## src/rtl/lbu_pkg.sv

```systemverilog
package lbu_pkg;
   typedef enum logic [1:0] {K_DOWN, K_TEST, K_UP, K_BAD} kind_e;

   typedef enum logic [1:0] {ST_IDLE, ST_EVAL, ST_RESOLVE} state_e;

   typedef struct packed {
      kind_e      kind;
      logic       on_zero;
      logic       narrow;
      logic       bad_reg;
      logic [2:0] rsel;
   } dec_t;
endpackage

```

## src/rtl/lbu_decode.sv

```systemverilog
module lbu_decode
   import lbu_pkg::*;
(
   input  logic [7:0] pb,
   output dec_t       dec
);
   always_comb begin
      dec.rsel    = pb[2:0];
      dec.narrow  = ~pb[2];
      dec.bad_reg = (pb[2:0] == 3'd2) || (pb[2:0] == 3'd3);
      dec.on_zero = ~pb[5];
      unique case (pb[7:6])
         2'b00:   dec.kind = K_DOWN;
         2'b01:   dec.kind = K_TEST;
         2'b10:   dec.kind = K_UP;
         default: dec.kind = K_BAD;
      endcase
   end
endmodule

```

## src/rtl/lbu_operand_mux.sv

```systemverilog
module lbu_operand_mux #(
   parameter int NARROW_W = 8,
   parameter int WIDE_W   = 16
) (
   input  logic [2:0]          rsel,
   input  logic [NARROW_W-1:0] reg_a,
   input  logic [NARROW_W-1:0] reg_b,
   input  logic [WIDE_W-1:0]   reg_d,
   input  logic [WIDE_W-1:0]   reg_x,
   input  logic [WIDE_W-1:0]   reg_y,
   input  logic [WIDE_W-1:0]   reg_sp,
   output logic [WIDE_W-1:0]   operand
);
   logic [WIDE_W-1:0] ext_a, ext_b;

   generate
      if (WIDE_W == NARROW_W) begin : g_same
         assign ext_a = reg_a;
         assign ext_b = reg_b;
      end else begin : g_extend
         assign ext_a = {{(WIDE_W-NARROW_W){1'b0}}, reg_a};
         assign ext_b = {{(WIDE_W-NARROW_W){1'b0}}, reg_b};
      end
   endgenerate

   always_comb begin
      unique case (rsel)
         3'd0:    operand = ext_a;
         3'd1:    operand = ext_b;
         3'd4:    operand = reg_d;
         3'd5:    operand = reg_x;
         3'd6:    operand = reg_y;
         3'd7:    operand = reg_sp;
         default: operand = '0;
      endcase
   end
endmodule

```

## src/rtl/lbu_alu.sv

```systemverilog
module lbu_alu
   import lbu_pkg::*;
#(
   parameter int NARROW_W = 8,
   parameter int WIDE_W   = 16
) (
   input  kind_e             kind,
   input  logic              narrow,
   input  logic [WIDE_W-1:0] operand,
   output logic [WIDE_W-1:0] result,
   output logic              is_zero
);
   logic [WIDE_W-1:0] raw;

   always_comb begin
      unique case (kind)
         K_DOWN:  raw = operand - WIDE_W'(1);
         K_UP:    raw = operand + WIDE_W'(1);
         default: raw = operand;
      endcase
   end

   generate
      if (WIDE_W == NARROW_W) begin : g_same
         assign result = raw;
      end else begin : g_mask
         assign result = narrow ? {{(WIDE_W-NARROW_W){1'b0}}, raw[NARROW_W-1:0]} : raw;
      end
   endgenerate

   assign is_zero = (result == '0);
endmodule

```

## src/rtl/loop_branch_unit.sv

```systemverilog
module loop_branch_unit
   import lbu_pkg::*;
#(
   parameter int NARROW_W = 8,
   parameter int WIDE_W   = 16,
   parameter int OFF_W    = 8,
   parameter int PC_W     = 16
) (
   input  logic                clk,
   input  logic                rst_n,
   input  logic                start,
   input  logic [7:0]          postbyte,
   input  logic [OFF_W-1:0]    offset_byte,
   input  logic [PC_W-1:0]     pc_in,
   input  logic [NARROW_W-1:0] reg_a,
   input  logic [NARROW_W-1:0] reg_b,
   input  logic [WIDE_W-1:0]   reg_d,
   input  logic [WIDE_W-1:0]   reg_x,
   input  logic [WIDE_W-1:0]   reg_y,
   input  logic [WIDE_W-1:0]   reg_sp,
   output logic                busy,
   output logic                done,
   output logic                wb_en,
   output logic [2:0]          wb_sel,
   output logic [WIDE_W-1:0]   wb_data,
   output logic                taken,
   output logic [PC_W-1:0]     pc_next,
   output logic                illegal
);
   localparam int BR_W = OFF_W + 1;

   generate
      if (NARROW_W > WIDE_W) begin : g_chk_width
         $error("NARROW_W must not exceed WIDE_W");
      end
      if (PC_W <= BR_W) begin : g_chk_pc
         $error("PC_W must be wider than the displacement");
      end
   endgenerate

   state_e            state;
   dec_t              in_dec, s1_dec;
   logic [WIDE_W-1:0] in_opnd, s1_opnd, alu_res, s2_res;
   logic              alu_zero, s2_zero;
   logic [BR_W-1:0]   s1_off;
   logic [PC_W-1:0]   s1_pc, disp;
   logic              s1_bad, s1_taken, s1_write;

   lbu_decode u_dec (
      .pb  (postbyte),
      .dec (in_dec)
   );

   lbu_operand_mux #(.NARROW_W(NARROW_W), .WIDE_W(WIDE_W)) u_mux (
      .rsel    (in_dec.rsel),
      .reg_a   (reg_a),
      .reg_b   (reg_b),
      .reg_d   (reg_d),
      .reg_x   (reg_x),
      .reg_y   (reg_y),
      .reg_sp  (reg_sp),
      .operand (in_opnd)
   );

   lbu_alu #(.NARROW_W(NARROW_W), .WIDE_W(WIDE_W)) u_alu (
      .kind    (s1_dec.kind),
      .narrow  (s1_dec.narrow),
      .operand (s1_opnd),
      .result  (alu_res),
      .is_zero (alu_zero)
   );

   assign s1_bad   = (s1_dec.kind == K_BAD) || s1_dec.bad_reg;
   assign s1_taken = !s1_bad && (s2_zero == s1_dec.on_zero);
   assign s1_write = !s1_bad && (s1_dec.kind != K_TEST);
   assign disp     = {{(PC_W-BR_W){s1_off[BR_W-1]}}, s1_off};
   assign busy     = (state != ST_IDLE);

   always_ff @(posedge clk or negedge rst_n) begin
      if (!rst_n) begin
         state   <= ST_IDLE;
         s1_dec  <= '0;
         s1_opnd <= '0;
         s1_off  <= '0;
         s1_pc   <= '0;
         s2_res  <= '0;
         s2_zero <= 1'b0;
         done    <= 1'b0;
         wb_en   <= 1'b0;
         wb_sel  <= '0;
         wb_data <= '0;
         taken   <= 1'b0;
         pc_next <= '0;
         illegal <= 1'b0;
      end else begin
         unique case (state)
            ST_IDLE: begin
               done  <= 1'b0;
               wb_en <= 1'b0;
               if (start) begin
                  s1_dec  <= in_dec;
                  s1_opnd <= in_opnd;
                  s1_off  <= {postbyte[4], offset_byte};
                  s1_pc   <= pc_in;
                  state   <= ST_EVAL;
               end
            end
            ST_EVAL: begin
               s2_res  <= alu_res;
               s2_zero <= alu_zero;
               state   <= ST_RESOLVE;
            end
            ST_RESOLVE: begin
               done    <= 1'b1;
               illegal <= s1_bad;
               wb_en   <= s1_write;
               wb_sel  <= s1_dec.rsel;
               wb_data <= s2_res;
               taken   <= s1_taken;
               pc_next <= s1_taken ? s1_pc + disp : s1_pc;
               state   <= ST_IDLE;
            end
            default: state <= ST_IDLE;
         endcase
      end
   end
endmodule

```

## config.mk

```make
export PLATFORM = sky130hd
export DESIGN_NAME = loop_branch_unit
export DESIGN_NICKNAME = d
export VERILOG_FILES = /design/src/rtl/lbu_pkg.sv /design/src/rtl/lbu_decode.sv /design/src/rtl/lbu_operand_mux.sv /design/src/rtl/lbu_alu.sv /design/src/rtl/loop_branch_unit.sv
export SDC_FILE = /design/constraint.sdc
export NUM_CORES = 1
export LEC_CHECK = 0
export ABC_AREA = 1
export BUFFER_PORTS_ARGS = -buffer_cell sky130_fd_sc_hd__clkbuf_2
export CAP_MARGIN = 20
export CORE_MARGIN = 2
export CORE_UTILIZATION = 44
export CTS_CLUSTER_DIAMETER = 60
export DETAILED_ROUTE_END_ITERATION = 6
export HOLD_SLACK_MARGIN = 0.15
export PLACE_DENSITY = 0.79
export SYNTH_ARGS = -nofsm -noshare
export SYNTH_HDL_FRONTEND = slang
export SYNTH_SLANG_ARGS = --single-unit
```

## constraint.sdc

```tcl
create_clock -name clk -period 4.7 [get_ports clk]
set_input_delay 0.94 -clock clk [delete_from_list [all_inputs] [get_ports clk]]
set_output_delay 0.94 -clock clk [all_outputs]
set_load 0.005 [all_outputs]
```

==> impl_metrics.xml, run 1 <==
<?xml version="1.0" encoding="UTF-8"?>
<metrics>
  <group name="drt">
    <metric name="via_per_inst" unit="">5.118</metric>
    <metric name="met3_length" unit="mm">1.096</metric>
    <metric name="routed-wl-met2" unit="mm">8.328</metric>
    <metric name="drt-total-wl" unit="mm">17.73</metric>
    <metric name="ant_nets" unit="">0</metric>
    <metric name="routed-via-count" unit="">6331</metric>
    <metric name="initialDrtViolationCount" unit="">447</metric>
    <metric name="dr.pass1.iters" unit="">5</metric>
    <metric name="drt_drc_violations_left" unit="">0</metric>
    <metric name="top_signal_layer_used" unit="">met4</metric>
    <metric name="avgRoutedWirePerCell" unit="um">14.33</metric>
    <metric name="detail_route.wirelength.met1" unit="mm">7.848</metric>
  </group>
  <group name="global_routing">
    <metric name="grt_antenna_before_repair" unit="">0</metric>
    <metric name="grt_max_degree" unit="">74</metric>
    <metric name="track_usage" unit="%">22.98</metric>
    <metric name="grt_first_pass_wirelength" unit="mm">29.42</metric>
    <metric name="vias_in_the_first_global_route" unit="">6011</metric>
    <metric name="total_congestion_overflow_after_global_routing" unit="">0</metric>
  </group>
  <group name="synthesis">
    <metric name="unique_masters_post_synth" unit="">42</metric>
    <metric name="yosysSeqAreaShare" unit="%">40.47</metric>
    <metric name="cell_area_after_technology_mapping" unit="mm^2">0.006616</metric>
    <metric name="synth_enable_flop_cells" unit="">0</metric>
    <metric name="synthesis.instances" unit="">911</metric>
    <metric name="syn_nets" unit="">1059</metric>
    <metric name="avgSynthCellArea" unit="um^2">7.263</metric>
    <metric name="postSynth.asyncResetShare" unit="%">100.0</metric>
    <metric name="synth-main-ff-cell" unit="">dfrtp_1</metric>
    <metric name="synthesis.yosys.warnings" unit="">0</metric>
    <metric name="yosys_register_bits" unit="">107</metric>
  </group>
  <group name="worst_setup_path">
    <metric name="critPathArrivalTime" unit="ps">3240</metric>
    <metric name="worstPathMaxFanout" unit="">18</metric>
    <metric name="end_kind" unit="">flop</metric>
    <metric name="worst-setup-path-type" unit="">flop to flop</metric>
    <metric name="worst_setup_path_start_kind" unit="">flop</metric>
    <metric name="required_time_reported_for_the_critical_path_endpoint" unit="ps">4990</metric>
  </group>
  <group name="timing">
    <metric name="fmaxAchievable" unit="MHz">339.1</metric>
    <metric name="post-route-period-util" unit="%">62.75</metric>
    <metric name="layout_min_cycle_time" unit="ps">2949</metric>
    <metric name="setup_viol" unit="">0</metric>
    <metric name="rsz0062_at_grt" unit="">false</metric>
    <metric name="timing.setup.tns" unit="ps">0</metric>
    <metric name="slew_viol_final" unit="">0</metric>
    <metric name="maxSlewHeadroom" unit="%">38.36</metric>
    <metric name="skew" unit="ps">7.022</metric>
    <metric name="timing_worst_slew_pin_value" unit="ps">924.5</metric>
    <metric name="final_hold_viol_count" unit="">0</metric>
    <metric name="setup_ws" unit="ps">1751</metric>
  </group>
  <group name="pwr">
    <metric name="static-leakage-power" unit="uW">0.004343</metric>
    <metric name="pwrdens" unit="mW/mm^2">518.1</metric>
    <metric name="vdd_drop_max" unit="mV">0.2067</metric>
  </group>
  <group name="placed_design">
    <metric name="final_gp_congestion" unit="">0.9190</metric>
    <metric name="preCtsSetupSlack" unit="ps">1782</metric>
    <metric name="place_hpwl" unit="mm">13.73</metric>
    <metric name="port-buffer-count" unit="">153</metric>
  </group>
  <group name="min_path">
    <metric name="min-delay-path-class" unit="">flop to flop</metric>
  </group>
  <group name="clocking">
    <metric name="cts_buffers" unit="">9</metric>
    <metric name="post_cts.resized_instances" unit="">0</metric>
    <metric name="h-tree-depth" unit="">3</metric>
    <metric name="max-clock-path-buffers" unit="">2</metric>
    <metric name="number_of_setup_buffers_added_after_cts" unit="">0</metric>
    <metric name="cts-hold-fix-buffers" unit="">0</metric>
    <metric name="cts.sinks" unit="">107</metric>
    <metric name="tritoncts_clock_tree" unit="">yes</metric>
    <metric name="root_driver" unit="">clkbuf_16</metric>
    <metric name="worst_setup_hold_path_clk_slew" unit="ps">70</metric>
    <metric name="worst_skew_pair.late_latency" unit="ps">350</metric>
  </group>
  <group name="layout">
    <metric name="syn_to_final_growth" unit="%">17.81</metric>
    <metric name="fraction_of_final_layout_cells_sized_beyond_drive_strength_1" unit="%">18.33</metric>
    <metric name="insertedDiodeCount" unit="">0</metric>
    <metric name="fillCellCount" unit="">1404</metric>
    <metric name="finish.net_count" unit="">1196</metric>
  </group>
  <group name="run_status">
    <metric name="status" unit="">completed</metric>
  </group>
  <group name="floorplan">
    <metric name="initial_util" unit="%">45.35</metric>
    <metric name="die_boundary_width" unit="um">126.6</metric>
    <metric name="die_h" unit="um">126.6</metric>
    <metric name="ios" unit="">155</metric>
    <metric name="die_outline_area" unit="mm^2">0.01603</metric>
    <metric name="design.core.area" unit="mm^2">0.01459</metric>
    <metric name="num_rows" unit="">44</metric>
  </group>
  <group name="job">
    <metric name="max-cap-violations" unit="">0</metric>
  </group>
</metrics>
[flip-flops by register name (all words and copies together), names as in the netlist, 2 cells and up]
name,cells
s1_off,9
pc_next,16
wb_sel,3
s1_pc,16
wb_data,16
s2_res,16
s1_opnd,16
s1_dec,8
state,2
[placed cells by master (no fill, tap or decap), types with 2 or more instances in the layout]
cell type and instances:
a22oi_1 7, fa_1 2, a221oi_2 2, o21bai_1 3, nand4_1 17, and2_1 4
buf_4 6, nor2_1 38, ha_1 31, nand2_1 342, xnor2_1 4, o211ai_1 3
a31oi_1 6, o21ai_2 4, xor2_1 8, inv_1 101, clkbuf_16 9, a21o_1 7
a22o_1 7, o21ai_0 70, nor3_4 4, nand3_1 42, a21oi_1 48, o21ai_1 4
clkinvlp_4 2, inv_2 4, dfrtp_1 107, clkbuf_2 152
[layout make-up]
cell class / count / area, um^2 / area share, %
Sequential cell: 107 / 2678 / 34.35
Tap cell: 184 / 230.2 / 2.953
Timing Repair Buffer: 159 / 825.8 / 10.59
Multi-Input combinational cell: 666 / 3390 / 43.48
Inverter: 105 / 394.1 / 5.056
Clock inverter: 6 / 48.80 / 0.6260
Clock buffer: 10 / 229.0 / 2.937
[critical path, stage by stage (launching register included)]
cell     delay, ps
dfrtp_1        370
buf_4          200
inv_1           90
nand2_1        430
ha_1           570
nand2_1        120
nor2_1         160
nand2_1         80
nand3_1        100
nand2_1         60
nand3_1         60
nand2_1        100
nor2_1         120
nand2_1         50
nor2_1         180
nand4_1        120
nand2_1         90
[where the power goes]
part	switching, uW	internal [uW]
Sequential	196	1230
Clock	352	365
Combinational	1170	722
[cell usage after synthesis, drive strengths merged (3+ instances only)]
cell / n / share of area (%)
o21ai: 78 / 6.1
dfrtp: 107 / 40
a21oi: 49 / 3.8
nor2: 38 / 2.2
o211ai: 3 / 0.34
xnor2: 4 / 0.53
and2: 4 / 0.38
xor2: 8 / 1.1
nand4: 17 / 1.6
nand2: 343 / 19
o21bai: 3 / 0.34
ha: 31 / 5.9
nor3: 5 / 1.1
clkbuf: 22 / 1.2
a22oi: 8 / 0.98
a21o: 7 / 0.79
a22o: 7 / 0.93
buf: 11 / 1.1
nand3: 43 / 3.3
a31oi: 6 / 0.57
inv: 104 / 5.9
[per-stage QoR]
step	total power (uW)	cell area, um^2	hold slack, ps	instances	util, %
6_report	4038	7795	472.5	1237	53.43
2_1_floorplan	2722	6616	442.2	911	-
3_3_place_gp	3274	7497	457.7	1220	51.39
4_1_cts	4057	7775	479.8	1236	53.29
5_1_grt	4424	7795	493.5	1237	53.43
3_5_place_dp	3326	7497	461.7	1220	51.39
[path summary, 6_finish.rpt]
path / startpoint / slack (ps) / end / depth (start not counted)
min: s2_res[2] / 470 / wb_data[2] / 2
max reg2reg: s1_dec[6] / 1750 / s2_zero / 16
max in group asynchronous: rst_n / 3040 / s1_opnd[1] / 2
min reg2reg: s2_res[2] / 470 / wb_data[2] / 2
min in group asynchronous: rst_n / 700 / s1_off[3] / 1
max: s1_dec[6] / 1750 / s2_zero / 16
[cell families after synthesis]
logic type / after synthesis / synth area share (%)
compound gates: 167 / 14.75
flops: 107 / 40.47
fa+ha+maj: 33 / 6.467
buf+inv: 138 / 8.339
simple gates: 454 / 28.39
xor+xnor: 12 / 1.588
[routing by layer]
metal  global-route usage, %  up-vias
met5                       0        -
met4                   7.304        0
met3                   4.682       28
met2                   38.44      227
met1                   30.00     2859
li1                        -     3217
No activity file was read; power rests on OpenSTA's default activity.
==> run 2, diff against run 1 <==
- PLACE_DENSITY: 0.79 -> 0.82
- clock period: 4.7 -> 2.7 ns (I/O delays scaled with it)
==> run 2 against run 1 <==
  * Clock skew up 2.3 ps
  * Non-clock buffer count up 6
  * Via count down 0.16%
  * Cell count up 0.49%
  * Die area unchanged
  * Sequential power up 75%
  * Flip-flop and latch count unchanged
  * Sequential share of layout area down 0.34 points
  * Core utilization up 0.54 points
  * Clock power up 84%
  * Wire length up 0.29%
  * Cell area up 1.0%
==> impl_metrics.xml, run 2 (synthesis results as in run 1) <==
<?xml version="1.0" encoding="UTF-8"?>
<metrics>
  <group name="drt">
    <metric name="drt-total-wl" unit="mm">17.78</metric>
    <metric name="initialDrtViolationCount" unit="">524</metric>
    <metric name="avgRoutedWirePerCell" unit="um">14.30</metric>
    <metric name="ant_nets" unit="">0</metric>
    <metric name="routed-via-count" unit="">6321</metric>
    <metric name="dr.pass1.iters" unit="">5</metric>
    <metric name="drt_drc_violations_left" unit="">0</metric>
    <metric name="via_per_inst" unit="">5.085</metric>
  </group>
  <group name="clocking">
    <metric name="post_cts.resized_instances" unit="">0</metric>
    <metric name="max-clock-path-buffers" unit="">2</metric>
    <metric name="root_driver" unit="">clkbuf_16</metric>
    <metric name="cts_buffers" unit="">9</metric>
    <metric name="worst_setup_hold_path_clk_slew" unit="ps">70</metric>
    <metric name="h-tree-depth" unit="">3</metric>
    <metric name="worst_skew_pair.late_latency" unit="ps">350</metric>
    <metric name="cts-hold-fix-buffers" unit="">0</metric>
    <metric name="tritoncts_clock_tree" unit="">yes</metric>
    <metric name="number_of_setup_buffers_added_after_cts" unit="">0</metric>
    <metric name="cts.sinks" unit="">107</metric>
  </group>
  <group name="worst_setup_path">
    <metric name="required_time_reported_for_the_critical_path_endpoint" unit="ps">2990</metric>
    <metric name="worst-r2r-cell-count" unit="">15</metric>
    <metric name="end_kind" unit="">flop</metric>
    <metric name="critPathArrivalTime" unit="ps">2670</metric>
    <metric name="worstPathMaxFanout" unit="">18</metric>
    <metric name="rrSetupSlack" unit="ps">320</metric>
    <metric name="worst_setup_path_start_kind" unit="">flop</metric>
    <metric name="worstReg2RegEnd" unit="">s2_zero</metric>
    <metric name="worstReg2RegStart" unit="">s1_dec[7]</metric>
    <metric name="worst-setup-path-type" unit="">flop to flop</metric>
  </group>
  <group name="floorplan">
    <metric name="die_h" unit="um">126.6</metric>
    <metric name="ios" unit="">155</metric>
    <metric name="initial_util" unit="%">45.35</metric>
    <metric name="design.core.area" unit="mm^2">0.01459</metric>
    <metric name="die_outline_area" unit="mm^2">0.01603</metric>
    <metric name="num_rows" unit="">44</metric>
    <metric name="die_boundary_width" unit="um">126.6</metric>
  </group>
  <group name="global_routing">
    <metric name="grt_max_degree" unit="">56</metric>
    <metric name="grt_antenna_before_repair" unit="">0</metric>
    <metric name="total_congestion_overflow_after_global_routing" unit="">0</metric>
    <metric name="track_usage" unit="%">23.15</metric>
    <metric name="vias_in_the_first_global_route" unit="">6176</metric>
    <metric name="grt_first_pass_wirelength" unit="mm">29.76</metric>
  </group>
  <group name="timing">
    <metric name="final_hold_viol_count" unit="">0</metric>
    <metric name="timing_worst_slew_pin_value" unit="ps">678.9</metric>
    <metric name="slew_viol_final" unit="">0</metric>
    <metric name="setup_viol" unit="">0</metric>
    <metric name="layout_min_cycle_time" unit="ps">2380</metric>
    <metric name="timing.setup.tns" unit="ps">0</metric>
    <metric name="maxSlewHeadroom" unit="%">54.59</metric>
    <metric name="fin_worst_hold_slack" unit="ps">169.2</metric>
    <metric name="fmaxAchievable" unit="MHz">420.2</metric>
    <metric name="skew" unit="ps">9.344</metric>
    <metric name="post-route-period-util" unit="%">88.15</metric>
    <metric name="rsz0062_at_grt" unit="">false</metric>
  </group>
  <group name="run_status">
    <metric name="status" unit="">completed</metric>
  </group>
  <group name="pwr">
    <metric name="pwrdens" unit="mW/mm^2">906.2</metric>
    <metric name="power" unit="uW">7135</metric>
    <metric name="vdd_drop_max" unit="mV">0.4337</metric>
    <metric name="static-leakage-power" unit="uW">0.004388</metric>
  </group>
  <group name="placed_design">
    <metric name="port-buffer-count" unit="">153</metric>
    <metric name="final_gp_congestion" unit="">0.8881</metric>
    <metric name="place_hpwl" unit="mm">13.83</metric>
  </group>
  <group name="layout">
    <metric name="mostFrequentLayoutCells" unit="">nand2_1 (342), clkbuf_2 (152), dfrtp_1 (107)</metric>
    <metric name="most_common_cell_after_layout_fill_and_taps_aside" unit="">nand2_1</metric>
    <metric name="syn_to_final_growth" unit="%">19.01</metric>
    <metric name="insertedDiodeCount" unit="">0</metric>
    <metric name="fraction_of_final_layout_cells_sized_beyond_drive_strength_1" unit="%">18.79</metric>
    <metric name="finish.net_count" unit="">1202</metric>
  </group>
  <group name="job">
    <metric name="max-cap-violations" unit="">0</metric>
  </group>
  <group name="min_path">
    <metric name="min-delay-path-class" unit="">input port to asynchronous set/reset pin</metric>
  </group>
</metrics>
[run 2: layout make-up]
class	instances	area, um^2
well taps	184	230.2
flip-flops and latches	107	2678
clock buffers	11	232.7
fillers	1375	6715
repair buffers	165	887.1
inverters	105	394.1
clock inverters	5	60.06
multi-input cells	666	3392
[run 2: power breakdown]
group | internal [uW] | switching [uW]
clock | 725 | 598
combinational | 1280 | 2030
sequential | 2150 | 352
total | 4150 | 2980
[run 2: per-layer routing]
metal,routed length (um),track usage [%]
met1,7654,29.67
met2,8628,39.64
met3,1096,4.218
met4,399,7.628
met5,0,0
[run 2: worst max-delay path by stage]
stage	cells after the start	slack (ps)	to	startpoint
2_1_floorplan	14	400	s2_zero	s1_dec[6]
3_3_place_gp	15	380	s2_zero	s1_dec[7]
3_5_place_dp	15	280	s2_zero	s1_dec[7]
4_1_cts	15	260	s2_zero	s1_dec[7]
5_1_grt	16	40	s2_zero	s1_dec[6]
6_report	15	320	s2_zero	s1_dec[7]
[run 2: metrics by stage]
step	cell area, um^2	cells	worst slack, ps	utilization, %
final	7874	1243	320.0	53.97
after global routing	7874	1243	41.00	53.97
after CTS	7868	1243	257.4	53.93
after detailed placement	7575	1227	283.5	51.92
after global placement	7575	1227	375.5	51.92
after floorplan	6616	911	395.1	-
[run 2: critical path, stage by stage (launching register included)]
cell and delay (ps):
dfrtp_1 410, nand2_1 100, buf_6 200, inv_1 80, fa_1 390, nor2_1 170, nand2_1 110, nand3_2 100
nand2_1 50, nand3_1 60, o21ai_0 140, nor2_1 140, nand2_1 70, nor2_2 120, nand4_1 100, nand2_1 70
==> run 3, diff against run 2 <==
- GPL_ROUTABILITY_DRIVEN: default -> 1
- PLACE_DENSITY: 0.82 -> 0.8
==> run 3 against run 2 <==
  * Die area did not move
  * Non-clock buffer count fell by 1
  * Wire length rose by 0.32%
  * Clock power rose by 5%
  * Core utilization rose by 0.11 points
  * Cell area rose by 0.21%
  * Fmax fell by 3.9%
  * Worst setup slack got worse by 97 ps
  * Largest cell class unchanged
==> impl_metrics.xml, run 3 (synthesis results as in run 1) <==
<?xml version="1.0" encoding="UTF-8"?>
<metrics>
  <group name="pwr">
    <metric name="power" unit="uW">7181</metric>
    <metric name="p_switching" unit="uW">2999</metric>
    <metric name="cellInternalPower" unit="uW">4183</metric>
    <metric name="p_clk_share" unit="%">19.2</metric>
    <metric name="swShare" unit="%">41.76</metric>
    <metric name="share_seq_of_total_power" unit="%">34.8</metric>
    <metric name="vdd_drop_max" unit="mV">0.4297</metric>
    <metric name="static-leakage-power" unit="uW">0.004397</metric>
    <metric name="power_frac_comb" unit="%">46.0</metric>
    <metric name="pwrdens" unit="mW/mm^2">910.1</metric>
  </group>
  <group name="worst_setup_path">
    <metric name="end_kind" unit="">flop</metric>
    <metric name="cp_common_cell" unit="">nand2_1</metric>
    <metric name="worst_setup_path_start_kind" unit="">flop</metric>
    <metric name="critPathArrivalTime" unit="ps">2770</metric>
    <metric name="critical_path.max_stage_delay" unit="ps">400</metric>
    <metric name="required_time_reported_for_the_critical_path_endpoint" unit="ps">3000</metric>
    <metric name="worst-path-buf-inv" unit="">2</metric>
    <metric name="slowest_stage" unit="">dfrtp_1</metric>
    <metric name="worstPathMaxFanout" unit="">18</metric>
    <metric name="worstPathCellList" unit="">nand2_1 -&gt; buf_4 -&gt; inv_1 -&gt; fa_1 -&gt; nor2_1 -&gt; nand2_1 -&gt; nand3_2 -&gt; nand2_1 -&gt; nand3_1 -&gt; o21ai_0 -&gt; nor2_1 -&gt; nand2_1 -&gt; nor2_1 -&gt; nand4_1 -&gt; nand2_1</metric>
    <metric name="critical-path-top-delay-family" unit="">simple AND/OR/NAND/NOR gates</metric>
    <metric name="worst-setup-path-type" unit="">flop to flop</metric>
  </group>
  <group name="floorplan">
    <metric name="num_rows" unit="">44</metric>
    <metric name="design.core.area" unit="mm^2">0.01459</metric>
    <metric name="initial_util" unit="%">45.35</metric>
    <metric name="die_outline_area" unit="mm^2">0.01603</metric>
    <metric name="die_h" unit="um">126.6</metric>
    <metric name="die_boundary_width" unit="um">126.6</metric>
    <metric name="ios" unit="">155</metric>
  </group>
  <group name="layout">
    <metric name="finish.net_count" unit="">1201</metric>
    <metric name="fraction_of_final_layout_cells_sized_beyond_drive_strength_1" unit="%">18.81</metric>
    <metric name="final_cell_area" unit="mm^2">0.007890</metric>
    <metric name="fillCellCount" unit="">1413</metric>
    <metric name="stdcell_count" unit="">1242</metric>
    <metric name="insertedDiodeCount" unit="">0</metric>
    <metric name="mostFrequentLayoutCells" unit="">nand2_1 (342), clkbuf_2 (152), dfrtp_1 (107)</metric>
    <metric name="syn_to_final_growth" unit="%">19.25</metric>
    <metric name="most_common_cell_after_layout_fill_and_taps_aside" unit="">nand2_1</metric>
    <metric name="layout.core_utilization" unit="%">54.08</metric>
  </group>
  <group name="clocking">
    <metric name="root_driver" unit="">clkbuf_16</metric>
    <metric name="cts-hold-fix-buffers" unit="">0</metric>
    <metric name="tritoncts_clock_tree" unit="">yes</metric>
    <metric name="cts_buffers" unit="">9</metric>
    <metric name="worst_setup_hold_path_clk_slew" unit="ps">80</metric>
    <metric name="cts.sinks" unit="">107</metric>
    <metric name="number_of_setup_buffers_added_after_cts" unit="">0</metric>
    <metric name="worst_skew_pair.late_latency" unit="ps">360</metric>
    <metric name="max-clock-path-buffers" unit="">2</metric>
    <metric name="post_cts.resized_instances" unit="">0</metric>
    <metric name="h-tree-depth" unit="">3</metric>
  </group>
  <group name="run_status">
    <metric name="status" unit="">completed</metric>
  </group>
  <group name="global_routing">
    <metric name="most_utilized_layer_in_the_global_route_result" unit="">met2</metric>
    <metric name="vias_in_the_first_global_route" unit="">6206</metric>
    <metric name="grt_first_pass_wirelength" unit="mm">29.98</metric>
    <metric name="track_usage" unit="%">23.40</metric>
    <metric name="grt.met1_usage" unit="%">28.95</metric>
    <metric name="global_route.usage.met3" unit="%">4.639</metric>
    <metric name="total_congestion_overflow_after_global_routing" unit="">0</metric>
    <metric name="grt_util_met2" unit="%">40.67</metric>
    <metric name="grt_max_degree" unit="">56</metric>
    <metric name="grt_antenna_before_repair" unit="">0</metric>
  </group>
  <group name="timing">
    <metric name="slew_viol_final" unit="">0</metric>
    <metric name="rsz0062_at_grt" unit="">false</metric>
    <metric name="maxSlewHeadroom" unit="%">51.99</metric>
    <metric name="setup_viol" unit="">0</metric>
    <metric name="timing_worst_slew_pin_value" unit="ps">712.7</metric>
    <metric name="timing.setup.tns" unit="ps">0</metric>
    <metric name="skew" unit="ps">13.27</metric>
    <metric name="fmaxAchievable" unit="MHz">403.8</metric>
    <metric name="post-route-period-util" unit="%">91.73</metric>
    <metric name="layout_min_cycle_time" unit="ps">2477</metric>
    <metric name="final_hold_viol_count" unit="">0</metric>
  </group>
  <group name="drt">
    <metric name="drt_drc_violations_left" unit="">0</metric>
    <metric name="drt-total-wl" unit="mm">17.84</metric>
    <metric name="ant_nets" unit="">0</metric>
    <metric name="dr.pass1.iters" unit="">5</metric>
    <metric name="avgRoutedWirePerCell" unit="um">14.36</metric>
    <metric name="initialDrtViolationCount" unit="">369</metric>
    <metric name="via_per_inst" unit="">5.099</metric>
    <metric name="routed-via-count" unit="">6333</metric>
  </group>
  <group name="placed_design">
    <metric name="port-buffer-count" unit="">153</metric>
    <metric name="final_gp_congestion" unit="">0.8927</metric>
    <metric name="postPlaceCellArea" unit="mm^2">0.007580</metric>
    <metric name="post-place-cells" unit="">1226</metric>
    <metric name="place_hpwl" unit="mm">13.77</metric>
  </group>
  <group name="min_path">
    <metric name="min-delay-path-class" unit="">input port to asynchronous set/reset pin</metric>
  </group>
  <group name="job">
    <metric name="max-cap-violations" unit="">0</metric>
  </group>
</metrics>
## run 3: cell count changes in the layout (fill, tap and decap cells not counted)
cell,previous run,this run
nor2_2,1,0
clkbuf_8,0,1
nor2_1,37,38
clkbuf_1,2,0
inv_8,0,1
buf_12,2,3
buf_4,10,9
buf_6,1,0
## run 3: metal layers
metal | part of all wire [%] | wire, um | vias to the layer above
met1 | 44 | 7764 | 2875
met5 | 0 | 0 | -
met4 | 2.9 | 512 | 0
met3 | 5.5 | 974 | 30
li1 | - | - | 3227
met2 | 48 | 8584 | 201
## run 3: layout make-up
| type | instances | area, um^2 | area share, % |
|---|---|---|---|
| multi-input cells | 666 | 3390 | 42.96 |
| flip-flops and latches | 107 | 2678 | 33.94 |
| repair buffers | 164 | 888.4 | 11.26 |
| inverters | 105 | 394.1 | 4.995 |
| clock buffers | 10 | 239.0 | 3.029 |
| well taps | 184 | 230.2 | 2.918 |
| clock inverters | 6 | 71.32 | 0.9039 |
## run 3: path summary, 6_finish.rpt
check / from / to / cells after the start / slack (ps)
max: s1_dec[7] / s2_zero / 15 / 220
min: rst_n / pc_next[4] / 1 / 220
max reg2reg: s1_dec[7] / s2_zero / 15 / 220
min reg2reg: s2_res[1] / wb_data[1] / 2 / 470
max in group asynchronous: rst_n / wb_data[9] / 2 / 1880
min in group clk: pc_in[11] / s1_pc[11] / 3 / 380
## run 3: per-stage QoR
step	setup WS [ps]	hold WS [ps]
CTS	243.8	246.0
global route	1.486	271.3
finish	223.3	221.3
global placement	331.7	459.3
detailed placement	276.5	455.9
floorplan	395.1	244.4
## run 3: power by group through the flow
stage                     logic, uW  clock network [uW]  registers, uW
final                          3300                1380           2500
after global routing           3820                1470           2570
after floorplan                2280                   0           2460
after CTS                      3310                1400           2500
after global placement         3220                   0           2500
after detailed placement       3290                   0           2520
